**src/rtl/tx_desc_pkg.sv**
```systemverilog
package tx_desc_pkg;
  localparam int OWN_BIT  = 31;
  localparam int LS_BIT   = 30;
  localparam int FS_BIT   = 29;
  localparam int SET_BIT  = 27;
  localparam int EOR_BIT  = 25;
  localparam int TXEN_BIT = 13;
  localparam int PAM_BIT  = 7;

  localparam logic [31:0] STS_DONE     = 32'h0000_0000;
  localparam logic [31:0] STS_ERR      = 32'h0000_8000;
  localparam logic [31:0] STS_SETUP_OK = 32'h7FFF_FFFF;

  localparam logic [1:0] REG_BASE = 2'd0;
  localparam logic [1:0] REG_POLL = 2'd1;
  localparam logic [1:0] REG_MODE = 2'd2;

  typedef enum logic [2:0] {
    S_IDLE, S_STS, S_CTL, S_BUF, S_FETCH, S_SEND, S_WB
  } dma_state_e;
endpackage

```
**src/rtl/tx_desc_regs.sv**
```systemverilog
module tx_desc_regs
  import tx_desc_pkg::*;
(
  input  logic        clk_i,
  input  logic        rst_ni,
  input  logic        we_i,
  input  logic [1:0]  addr_i,
  input  logic [31:0] wdata_i,
  output logic [31:0] base_o,
  output logic        base_ld_o,
  output logic        poll_o,
  output logic        tx_en_o,
  output logic        pam_o
);
  always_ff @(posedge clk_i or negedge rst_ni) begin
    if (!rst_ni) begin
      base_o    <= '0;
      base_ld_o <= 1'b0;
      poll_o    <= 1'b0;
      tx_en_o   <= 1'b0;
      pam_o     <= 1'b0;
    end else begin
      base_ld_o <= we_i && addr_i == REG_BASE;
      poll_o    <= we_i && addr_i == REG_POLL;
      if (we_i && addr_i == REG_BASE) base_o <= wdata_i;
      if (we_i && addr_i == REG_MODE) begin
        tx_en_o <= wdata_i[TXEN_BIT];
        pam_o   <= wdata_i[PAM_BIT];
      end
    end
  end
endmodule

```
**src/rtl/tx_desc_dma.sv**
```systemverilog
module tx_desc_dma
  import tx_desc_pkg::*;
#(
  parameter int ENTRIES    = 16,
  parameter int CNT_W      = 11,
  parameter int DESC_BYTES = 16,
  localparam int ENT_W       = $clog2(ENTRIES),
  localparam int SETUP_BYTES = ENTRIES * 12
) (
  input  logic             clk_i,
  input  logic             rst_ni,
  input  logic [31:0]      base_i,
  input  logic             base_ld_i,
  input  logic             poll_i,
  input  logic             tx_en_i,
  output logic             mem_req_o,
  output logic             mem_we_o,
  output logic [31:0]      mem_addr_o,
  output logic [31:0]      mem_wdata_o,
  input  logic             mem_ack_i,
  input  logic [31:0]      mem_rdata_i,
  output logic             tx_valid_o,
  input  logic             tx_ready_i,
  output logic [7:0]       tx_data_o,
  output logic             tx_first_o,
  output logic             tx_last_o,
  output logic             tbl_we_o,
  output logic [ENT_W-1:0] tbl_ent_o,
  output logic [1:0]       tbl_part_o,
  output logic [15:0]      tbl_half_o
);
  dma_state_e       st_q;
  logic [31:0]      cur_q, buf_q, word_q;
  logic [CNT_W-1:0] cnt_q, idx_q, last_idx;
  logic             ls_q, fs_q, set_q, eor_q, err_q;
  logic             base_pend_q, poll_pend_q;
  logic [ENT_W-1:0] ent_q;
  logic [1:0]       part_q;
  logic             bad_len;

  assign last_idx = cnt_q - 1'b1;
  assign bad_len  = set_q ? (cnt_q != CNT_W'(SETUP_BYTES)) : (cnt_q == '0);

  always_ff @(posedge clk_i or negedge rst_ni) begin
    if (!rst_ni) begin
      st_q <= S_IDLE;
      cur_q <= '0; buf_q <= '0; word_q <= '0;
      cnt_q <= '0; idx_q <= '0;
      ls_q <= 1'b0; fs_q <= 1'b0; set_q <= 1'b0; eor_q <= 1'b0; err_q <= 1'b0;
      base_pend_q <= 1'b0; poll_pend_q <= 1'b0;
      ent_q <= '0; part_q <= '0;
    end else begin
      unique case (st_q)
        S_IDLE: begin
          if (base_pend_q) begin
            cur_q       <= base_i;
            base_pend_q <= 1'b0;
          end else if (poll_pend_q) begin
            poll_pend_q <= 1'b0;
            st_q        <= S_STS;
          end
        end
        S_STS: if (mem_ack_i) st_q <= mem_rdata_i[OWN_BIT] ? S_CTL : S_IDLE;
        S_CTL: if (mem_ack_i) begin
          cnt_q <= mem_rdata_i[CNT_W-1:0];
          ls_q  <= mem_rdata_i[LS_BIT];
          fs_q  <= mem_rdata_i[FS_BIT];
          set_q <= mem_rdata_i[SET_BIT];
          eor_q <= mem_rdata_i[EOR_BIT];
          st_q  <= S_BUF;
        end
        S_BUF: if (mem_ack_i) begin
          buf_q  <= mem_rdata_i;
          idx_q  <= '0;
          ent_q  <= '0;
          part_q <= '0;
          err_q  <= bad_len;
          st_q   <= bad_len ? S_WB : S_FETCH;
        end
        S_FETCH: if (mem_ack_i) begin
          word_q <= mem_rdata_i;
          if (set_q) begin
            // setup words go to the table, never to the stream
            idx_q <= idx_q + CNT_W'(4);
            if (part_q == 2'd2) begin
              part_q <= '0;
              ent_q  <= ent_q + 1'b1;
            end else begin
              part_q <= part_q + 1'b1;
            end
            if (idx_q == CNT_W'(SETUP_BYTES - 4)) st_q <= S_WB;
          end else begin
            st_q <= S_SEND;
          end
        end
        S_SEND: if (tx_ready_i) begin
          if (idx_q == last_idx) st_q <= S_WB;
          else begin
            idx_q <= idx_q + 1'b1;
            if (idx_q[1:0] == 2'd3) st_q <= S_FETCH;
          end
        end
        S_WB: if (mem_ack_i) begin
          cur_q <= eor_q ? base_i : cur_q + 32'(DESC_BYTES);
          st_q  <= S_STS;
        end
        default: st_q <= S_IDLE;
      endcase
      if (base_ld_i) base_pend_q <= 1'b1;
      if (poll_i && tx_en_i) poll_pend_q <= 1'b1;
    end
  end

  always_comb begin
    mem_addr_o = cur_q;
    unique case (st_q)
      S_CTL:   mem_addr_o = cur_q + 32'd4;
      S_BUF:   mem_addr_o = cur_q + 32'd8;
      S_FETCH: mem_addr_o = buf_q + 32'({idx_q[CNT_W-1:2], 2'b00});
      default: mem_addr_o = cur_q;
    endcase
  end

  assign mem_req_o   = st_q inside {S_STS, S_CTL, S_BUF, S_FETCH, S_WB};
  assign mem_we_o    = st_q == S_WB;
  assign mem_wdata_o = err_q ? STS_ERR : (set_q ? STS_SETUP_OK : STS_DONE);

  assign tx_valid_o = st_q == S_SEND;
  assign tx_data_o  = word_q[{idx_q[1:0], 3'b000} +: 8];
  assign tx_first_o = tx_valid_o && fs_q && idx_q == '0;
  assign tx_last_o  = tx_valid_o && ls_q && idx_q == last_idx;

  assign tbl_we_o   = st_q == S_FETCH && mem_ack_i && set_q;
  assign tbl_ent_o  = ent_q;
  assign tbl_part_o = part_q;
  assign tbl_half_o = mem_rdata_i[15:0];


  tx_hold_chk: assert property (@(posedge clk_i) disable iff (!rst_ni)
    tx_valid_o && !tx_ready_i |=> tx_valid_o && $stable(tx_data_o));

  mem_hold_chk: assert property (@(posedge clk_i) disable iff (!rst_ni)
    mem_req_o && !mem_ack_i |=> mem_req_o && $stable(mem_addr_o));

  own_clr_chk: assert property (@(posedge clk_i) disable iff (!rst_ni)
    mem_req_o && mem_we_o |-> !mem_wdata_o[OWN_BIT]);

  setup_quiet_chk: assert property (@(posedge clk_i) disable iff (!rst_ni)
    tbl_we_o |-> !tx_valid_o);
endmodule

```
**src/rtl/tx_addr_filter.sv**
```systemverilog
module tx_addr_filter #(
  parameter int ENTRIES = 16,
  localparam int ENT_W  = $clog2(ENTRIES)
) (
  input  logic             clk_i,
  input  logic             rst_ni,
  input  logic             we_i,
  input  logic [ENT_W-1:0] ent_i,
  input  logic [1:0]       part_i,
  input  logic [15:0]      half_i,
  input  logic             pam_i,
  input  logic [47:0]      addr_i,
  output logic             hit_o
);
  logic [47:0]        tbl_q [ENTRIES];
  logic [ENTRIES-1:0] hit_vec;

  always_ff @(posedge clk_i or negedge rst_ni) begin
    if (!rst_ni) begin
      for (int e = 0; e < ENTRIES; e++) tbl_q[e] <= '1;
    end else if (we_i) begin
      unique case (part_i)
        2'd0:    tbl_q[ent_i][15:0]  <= half_i;
        2'd1:    tbl_q[ent_i][31:16] <= half_i;
        default: tbl_q[ent_i][47:32] <= half_i;
      endcase
    end
  end

  for (genvar e = 0; e < ENTRIES; e++) begin : g_cmp
    assign hit_vec[e] = tbl_q[e] == addr_i;
  end

  assign hit_o = (|hit_vec) || (pam_i && addr_i[0]);


  part_rng_chk: assert property (@(posedge clk_i) disable iff (!rst_ni)
    we_i |-> part_i != 2'd3);
endmodule

```
**src/rtl/tx_desc_engine.sv**
```systemverilog
module tx_desc_engine #(
  parameter int ENTRIES = 16,
  parameter int CNT_W   = 11,
  localparam int ENT_W  = $clog2(ENTRIES)
) (
  input  logic        clk_i,
  input  logic        rst_ni,
  input  logic        reg_we_i,
  input  logic [1:0]  reg_addr_i,
  input  logic [31:0] reg_wdata_i,
  output logic        mem_req_o,
  output logic        mem_we_o,
  output logic [31:0] mem_addr_o,
  output logic [31:0] mem_wdata_o,
  input  logic        mem_ack_i,
  input  logic [31:0] mem_rdata_i,
  output logic        tx_valid_o,
  input  logic        tx_ready_i,
  output logic [7:0]  tx_data_o,
  output logic        tx_first_o,
  output logic        tx_last_o,
  input  logic [47:0] match_addr_i,
  output logic        match_hit_o
);
  logic [31:0]      base;
  logic             base_ld, poll, tx_en, pam;
  logic             tbl_we;
  logic [ENT_W-1:0] tbl_ent;
  logic [1:0]       tbl_part;
  logic [15:0]      tbl_half;

  tx_desc_regs u_regs (
    .clk_i, .rst_ni,
    .we_i(reg_we_i), .addr_i(reg_addr_i), .wdata_i(reg_wdata_i),
    .base_o(base), .base_ld_o(base_ld), .poll_o(poll), .tx_en_o(tx_en), .pam_o(pam)
  );

  tx_desc_dma #(.ENTRIES(ENTRIES), .CNT_W(CNT_W)) u_dma (
    .clk_i, .rst_ni,
    .base_i(base), .base_ld_i(base_ld), .poll_i(poll), .tx_en_i(tx_en),
    .mem_req_o, .mem_we_o, .mem_addr_o, .mem_wdata_o, .mem_ack_i, .mem_rdata_i,
    .tx_valid_o, .tx_ready_i, .tx_data_o, .tx_first_o, .tx_last_o,
    .tbl_we_o(tbl_we), .tbl_ent_o(tbl_ent), .tbl_part_o(tbl_part), .tbl_half_o(tbl_half)
  );

  tx_addr_filter #(.ENTRIES(ENTRIES)) u_filter (
    .clk_i, .rst_ni,
    .we_i(tbl_we), .ent_i(tbl_ent), .part_i(tbl_part), .half_i(tbl_half),
    .pam_i(pam), .addr_i(match_addr_i), .hit_o(match_hit_o)
  );
endmodule

```
**config.mk**
```make
export PLATFORM = sky130hd
export DESIGN_NAME = tx_desc_engine
export DESIGN_NICKNAME = d
export VERILOG_FILES = /design/src/rtl/tx_desc_pkg.sv /design/src/rtl/tx_desc_regs.sv /design/src/rtl/tx_desc_dma.sv /design/src/rtl/tx_addr_filter.sv /design/src/rtl/tx_desc_engine.sv
export SDC_FILE = /design/constraint.sdc
export NUM_CORES = 2
export LEC_CHECK = 0
export BUFFER_PORTS_ARGS = -buffer_cell sky130_fd_sc_hd__buf_2
export CORE_MARGIN = 4
export CORE_UTILIZATION = 35
export DETAILED_ROUTE_END_ITERATION = 12
export GPL_TIMING_DRIVEN = 0
export SKIP_CTS_REPAIR_TIMING = 1
export SLEW_MARGIN = 20
export SYNTH_ARGS = -nofsm -noshare
export SYNTH_HDL_FRONTEND = slang
export SYNTH_HIERARCHICAL = 1
export SYNTH_SLANG_ARGS = --single-unit
```
**constraint.sdc**
```tcl
create_clock -name clk_i -period 3.3 [get_ports clk_i]
set_input_delay 0.33 -clock clk_i [delete_from_list [all_inputs] [get_ports clk_i]]
set_output_delay 0.33 -clock clk_i [all_outputs]
set_load 0.02 [all_outputs]
```
## After elaboration in Yosys (flattened, before gate mapping)

Index checks and enable logic that the tools add are counted.

- Flip-flop bits (word level): 938
- Bits of input ports: 119

- $add $sub $neg: 9
- Order comparisons: 2
- Equality and inequality tests: 45
- Shift-type cells: 1
- Mux-type cells: 54
- Bitwise operators: 1
- Reduce and logical (&&, ||, !) cells: 34

Operator list:

| cell | count |
|---|---|
| 768-bit bitwise mux | 3 |
| 768-bit case mux with 2 select lines | 1 |
| 48-bit equality test | 16 |
| 48-bit demux with 4-bit select | 3 |
| 32-bit 2-to-1 mux | 5 |
| 32-bit case mux with 3 select lines | 1 |
| 32-bit case mux with 2 select lines | 1 |
| 11-bit 2-to-1 mux | 5 |
| 48-bit 2-to-1 mux | 1 |
| 3-bit 2-to-1 mux | 12 |
| 11-bit case mux with 3 select lines | 1 |
| 32-bit by 11-bit adder with 32-bit output | 1 |
| 32-bit by 3-bit adder with 32-bit output, second input constant | 1 |
| 32-bit by 4-bit adder with 32-bit output, second input constant | 1 |
| 32-bit by 5-bit adder with 32-bit output, second input constant | 1 |
| 32-bit by 6-bit variable part select with 8-bit output | 1 |
| 31-bit 2-to-1 mux | 1 |
| 11-bit logical NOT | 2 |
| 3-bit case mux with 7 select lines | 1 |
| 16-bit 2-to-1 mux | 1 |
| 4-bit 2-to-1 mux | 4 |
| 2-bit != test, second input constant | 8 |
| 16-bit OR reduction | 1 |
| 1-bit logical AND | 12 |
| other kinds (34) | 62 |

## Logic depth before layout (Yosys ltp)

- Depth after elaboration: 7
- Mapped depth: 11

## Cells and area by module

The synthesis kept the hierarchy.

By module, submodules not included:

| module | instances | cells an instance | area an instance (um2) | sequential area each (um2) |
|---|---|---|---|---|
| tx_addr_filter | 1 | 2874 | 38780.9 | 20179.4 |
| tx_desc_dma | 1 | 1095 | 9088.7 | 3353.2 |
| tx_desc_regs | 1 | 76 | 1352.5 | 900.9 |

## Worst setup path before layout

No wires, ideal clock.

- Path kind: register -> output
- Start: register u_dma.idx_q[2]
- End: output port mem_addr_o[20]
- Arrival: 2.723 ns
- Required time: 2.970 ns
- Path slack: 0.247 ns
- Stages on the path, launching flop included: 12
- Buffers on the path: 1
- Cells stage by stage: dfrtp_1 > ha_1 > inv_1 > fa_1 > nand2b_1 > a21oi_1 > o41a_1 > a31o_2 > clkbuf_1 > nand4_1 > xor2_1 > o21ai_0

- Cells in the longest elaborated chain, start to end: 2

Ends and longest elaborated chain:

| what | RTL line | text |
|---|---|---|
| from (decl) | tx_desc_dma.sv:34 | `logic [CNT_W-1:0] cnt_q, idx_q, last_idx;` |
| from (signal assigned) | tx_desc_dma.sv:84 | `idx_q <= idx_q + CNT_W'(4);` |
| from (signal assigned) | tx_desc_dma.sv:99 | `idx_q <= idx_q + 1'b1;` |
| 32-bit by 11-bit adder with 32-bit output | tx_desc_dma.sv:119 | `S_FETCH: mem_addr_o = buf_q + 32'({idx_q[CNT_W-1:2], 2'b00});` |
| 32-bit case mux with 3 select lines | tx_desc_dma.sv:116 | `unique case (st_q)` |
| to (decl) | tx_desc_engine.sv:13 | `output logic [31:0] mem_addr_o,` |

Every way passes these cells.

## Worst setup path after layout

- Start: register u_dma.idx_q[2]
- End: output port mem_addr_o[26]

The elaborated chain is that of the path after synthesis.

==> impl_results.html <==
<table>
<tr><th>Metric</th><th>Value</th></tr>
<tr><th colspan="2">Route</th></tr>
<tr><td>Mean routed wirelength per cell</td><td>slightly below 30 µm</td></tr>
<tr><td>Routed wire length</td><td>189000 µm</td></tr>
<tr><td>Vias</td><td>between 30k and 40k</td></tr>
<tr><td>Detailed Routing Iterations Pass 1</td><td>6</td></tr>
<tr><td>Mean number of vias per cell</td><td>5.52</td></tr>
<tr><td>Final antenna-violating net count</td><td>0</td></tr>
<tr><td>DRC violation count after routing</td><td>0</td></tr>
<tr><td>Detailed Route Iter0 Violations</td><td>between 3k and 4k</td></tr>
<tr><th colspan="2">Setup path</th></tr>
<tr><td>Critical path fanouts, max</td><td>7</td></tr>
<tr><td>Slowest cell on crit path</td><td>dfrtp_2</td></tr>
<tr><td>CP Data Required Time</td><td>2.97 ns</td></tr>
<tr><td>Crit path capture type</td><td>output port</td></tr>
<tr><td>CP startpoint kind</td><td>register</td></tr>
<tr><td>Worst reg2reg path startpoint</td><td>u_dma/st_q[0]</td></tr>
<tr><td>Beginning of the critical path</td><td>u_dma/idx_q[2]</td></tr>
<tr><td>Buffers plus inverters on the worst setup path</td><td>3</td></tr>
<tr><td>Data arrival time of the worst path</td><td>between 3 and 4 ns</td></tr>
<tr><td>Type of the worst setup path</td><td>reg -&gt; out</td></tr>
<tr><td>Critical Path, Cell by Cell</td><td>ha_4, inv_2, fa_2, nand2b_4, a21oi_4, o41a_1, buf_6, a31o_4, nand4_1, xor2_1, o22ai_1, buf_2</td></tr>
<tr><td>Largest delay contributor family on the critical path</td><td>compound AO/OA/AOI/OAI gates</td></tr>
<tr><td>Worst path max stage delay</td><td>~0.48 ns</td></tr>
<tr><th colspan="2">Placed design</th></tr>
<tr><td>Number of placed instances with taps included</td><td>~6k</td></tr>
<tr><td>Number of I/O port buffers</td><td>roughly 150</td></tr>
<tr><td>Post-Place Cell Area</td><td>52600 µm²</td></tr>
<tr><td>Routability Congestion</td><td>approximately 0.91</td></tr>
<tr><td>Dpl ws</td><td>-1.12 ns</td></tr>
<tr><td>DP Wirelength</td><td>around 120000 µm</td></tr>
<tr><th colspan="2">GRT</th></tr>
<tr><td>Global routing usage on met2</td><td>38.7%</td></tr>
<tr><td>Pin count of the biggest net entering global routing</td><td>124</td></tr>
<tr><td>Antenna violations before repair</td><td>8</td></tr>
<tr><td>Overflow after GRT</td><td>0</td></tr>
<tr><td>Wire length of the first global-routing pass</td><td>between 200000 and 300000 µm</td></tr>
<tr><td>Met1 usage</td><td>around 33%</td></tr>
<tr><td>Layer carrying the most global-route usage</td><td>met2</td></tr>
<tr><td>Met3 demand-to-capacity share in global routing</td><td>5.04%</td></tr>
<tr><td>Via count of the first global-routing pass</td><td>between 30k and 40k</td></tr>
<tr><td>Total routing usage reported by global routing</td><td>roughly 25%</td></tr>
<tr><th colspan="2">CTS</th></tr>
<tr><td>H-Tree Level Count</td><td>3</td></tr>
<tr><td>TritonCTS clock tree</td><td>yes</td></tr>
<tr><td>Clock transition at the registers of the reported paths</td><td>about 0.06 ns</td></tr>
<tr><td>Root Buffer</td><td>clkbuf_16</td></tr>
<tr><td>Clock sink total</td><td>938</td></tr>
<tr><td>Max clock buf depth</td><td>3</td></tr>
<tr><td>Insertion delay to the later sink of the worst-skew pair</td><td>~0.76 ns</td></tr>
<tr><td>Inserted Clock Buffers</td><td>around 100</td></tr>
<tr><th colspan="2">Power and ir drop</th></tr>
<tr><td>Power per Cell Area</td><td>between 500 and 600 nW/µm²</td></tr>
<tr><td>Clock network fraction of total power</td><td>33.7%</td></tr>
<tr><td>Sequential cell fraction of total power</td><td>~40%</td></tr>
<tr><td>Switching power of the nets</td><td>roughly 12 mW</td></tr>
<tr><td>Static power due to leakage</td><td>~24 nW</td></tr>
<tr><td>Internal power</td><td>between 20 and 25 mW</td></tr>
<tr><td>Highest ir drop seen on vdd</td><td>around 500 µV</td></tr>
<tr><td>Combinational power share</td><td>about a quarter</td></tr>
<tr><td>Net Sw Frac</td><td>between 30% and 40%</td></tr>
<tr><td>Power, Total</td><td>around 34 mW</td></tr>
<tr><th colspan="2">Synth</th></tr>
<tr><td>Yosys top cell by area</td><td>dfstp_2</td></tr>
<tr><td>Syn Area/Cell</td><td>approximately 12 µm²</td></tr>
<tr><td>Synth warn</td><td>6</td></tr>
<tr><td>Area of the mapped netlist</td><td>49200 µm²</td></tr>
<tr><td>Net count of the mapped netlist</td><td>between 4k and 5k</td></tr>
<tr><td>Share of Yosys cell area claimed by the top area cell type</td><td>41.0%</td></tr>
<tr><td>Number of enable-type register cells in the synthesized netlist</td><td>0</td></tr>
<tr><td>Distinct cells, synth</td><td>81</td></tr>
<tr><td>Portion of the post-synthesis area used by sequential elements</td><td>between 40 and 50%</td></tr>
<tr><td>Number of instances in the synthesized netlist</td><td>around 4.0k</td></tr>
<tr><td>Number of flip-flops and latches in the synthesized netlist</td><td>around 940</td></tr>
<tr><td>Primary FF master, synth</td><td>dfstp_2</td></tr>
<tr><td>Top cells by area, synth</td><td>dfstp_2 (41%), mux2_2 (19%), xor2_1 (9.1%)</td></tr>
<tr><td>Async SR Flop Fraction</td><td>100%</td></tr>
<tr><th colspan="2">Floorplanning</th></tr>
<tr><td>Number of rows created at floorplan</td><td>137</td></tr>
<tr><td>Count of boundary I/O pins</td><td>roughly 200</td></tr>
<tr><td>Area of the die</td><td>~150000 µm²</td></tr>
<tr><td>Overall die width</td><td>between 300 and 400 µm</td></tr>
<tr><td>Die span in y</td><td>around 380 µm</td></tr>
<tr><td>Initial core utilization</td><td>about a third</td></tr>
<tr><td>Total core area</td><td>~140000 µm²</td></tr>
<tr><th colspan="2">Finish</th></tr>
<tr><td>Final standard cell count with taps included and fillers excluded</td><td>around 6.4k</td></tr>
<tr><td>Net count reported at finish</td><td>4543</td></tr>
<tr><td>Cell area after layout</td><td>around 58000 µm²</td></tr>
<tr><td>Share of the core filled with cells</td><td>between 40% and 50%</td></tr>
<tr><td>Total of fill cells in the finished design</td><td>approximately 13k</td></tr>
<tr><td>Footprint of the flip-flops and latches</td><td>approximately 24000 µm²</td></tr>
<tr><td>Multi-input combinational cell area</td><td>approximately 24000 µm²</td></tr>
<tr><td>Leading cell type in the layout, fill and taps excluded</td><td>mux2_2</td></tr>
<tr><td>Area growth, synth to finish</td><td>17.7%</td></tr>
<tr><td>Fraction of layout cells with a size suffix above 1</td><td>52.7%</td></tr>
<tr><td>Commonest cells after routing, fill and taps aside</td><td>mux2_2 (849), dfstp_2 (768), xor2_1 (502)</td></tr>
<tr><th colspan="2">STA</th></tr>
<tr><td>Worst hold slack</td><td>between 0.015 and 0.02 ns</td></tr>
<tr><td>Tmin final</td><td>about 3.7 ns</td></tr>
<tr><td>Maximum operating frequency</td><td>between 0.2 and 0.3 GHz</td></tr>
<tr><td>PnR worst setup slack</td><td>-0.406 ns</td></tr>
<tr><td>Worst Max-Slew Pin Slew</td><td>~1.3 ns</td></tr>
<tr><td>Number of endpoints with negative hold slack in the final report</td><td>0</td></tr>
<tr><td>Setup TNS</td><td>-4.68 ns</td></tr>
<tr><td>Worst clock skew on the final layout</td><td>about 0.079 ns</td></tr>
<tr><td>Max-slew violations</td><td>0</td></tr>
<tr><td>Setup-violating endpoint count in the final report</td><td>20</td></tr>
<tr><td>Worst rel slew slack</td><td>15.8%</td></tr>
<tr><td>RSZ-0062 raised after global routing</td><td>yes</td></tr>
<tr><td>Fraction of the cycle the final worst path needs</td><td>112%</td></tr>
<tr><th colspan="2">Status</th></tr>
<tr><td>Outcome</td><td>finished with violations</td></tr>
<tr><td>Violations in the final reports</td><td>negative setup slack</td></tr>
<tr><th colspan="2">Min path</th></tr>
<tr><td>Min-delay src</td><td>mem_rdata_i[3]</td></tr>
<tr><td>Class of the tightest hold or removal check</td><td>in -&gt; reg</td></tr>
<tr><th colspan="2">Job</th></tr>
<tr><td>Max cap viols</td><td>0</td></tr>
</table>
## path summary, 6_finish.rpt
kind                                endpoint  slack [ns]  depth (start not counted)
max                           mem_addr_o[26]       -0.41                         12
min                           u_dma/buf_q[3]        0.02                          3
max reg2reg                         register        0.04                          9
min reg2reg                u_dma/base_pend_q        0.42                          1
max in group asynchronous          async pin        0.44                          7
min in group asynchronous  u_regs/base_o[27]        0.55                          3
## kinds of logic after synthesis
group	Yosys count	synth area share, %
DFF	938	49.6
xor gates and xnor gates	812	14.4
adders and majority gates	19	0.498
AOI/OAI and AO/OA	267	3.36
buffers and inverters	386	3.88
muxes	859	19.8
and+or+nand+nor	763	8.34
other	1	0.00762
## final cells by class
cell class              count  area share [%]
flip-flops and latches    938            42.2
multi-input cells        2722            40.6
clock buffers             158            5.24
well taps                1876            4.05
repair buffers            269            3.72
plain buffers             347            3.43
clock inverters            29           0.535
inverters                  23           0.162
diodes                      5          0.0216
## cells in the mapped netlist, types with 9 or more instances
master	number
a21oi_1	74
a22oi_1	10
a31oi_1	12
and3_1	16
buf_2	139
buf_4	60
clkbuf_1	148
dfrtp_1	170
dfstp_2	768
ha_1	18
inv_1	22
mux2_2	849
nand2_1	223
nand2b_1	10
nand3_1	40
nand4_1	136
nor2_1	68
nor2_4	13
nor3_1	39
nor4_1	151
o21ai_0	89
o22ai_1	18
o31ai_1	9
or3_1	9
xnor2_1	301
xor2_1	511
## power groups by stage
stage          Sequential, mW  Clock (mW)  Combinational [mW]
4_1_cts                  13.5        11.8                8.22
3_3_place_gp             13.6           0                8.06
5_1_grt                  13.8        12.2                9.57
6_report                 13.7        11.6                9.06
2_1_floorplan            13.3           0                5.21
3_5_place_dp             13.6           0                8.19
## tightest hold or removal path: cells and delay by family
kind / cells / cell delay (ns)
AND/OR/NAND/NOR: 1 / 0.08
AO/OA/AOI/OAI: 1 / 0.07
buffers and inverters: 1 / 0.17
## metal layers
metal	part of all wire, %	wire length (µm)	vias to the layer above
li1	-	-	14800
met1	41	76900	18400
met2	45	85700	1531
met3	8.3	15600	434
met4	5.8	11000	0
met5	0	0	-
(Power assumes the default switching activity.)
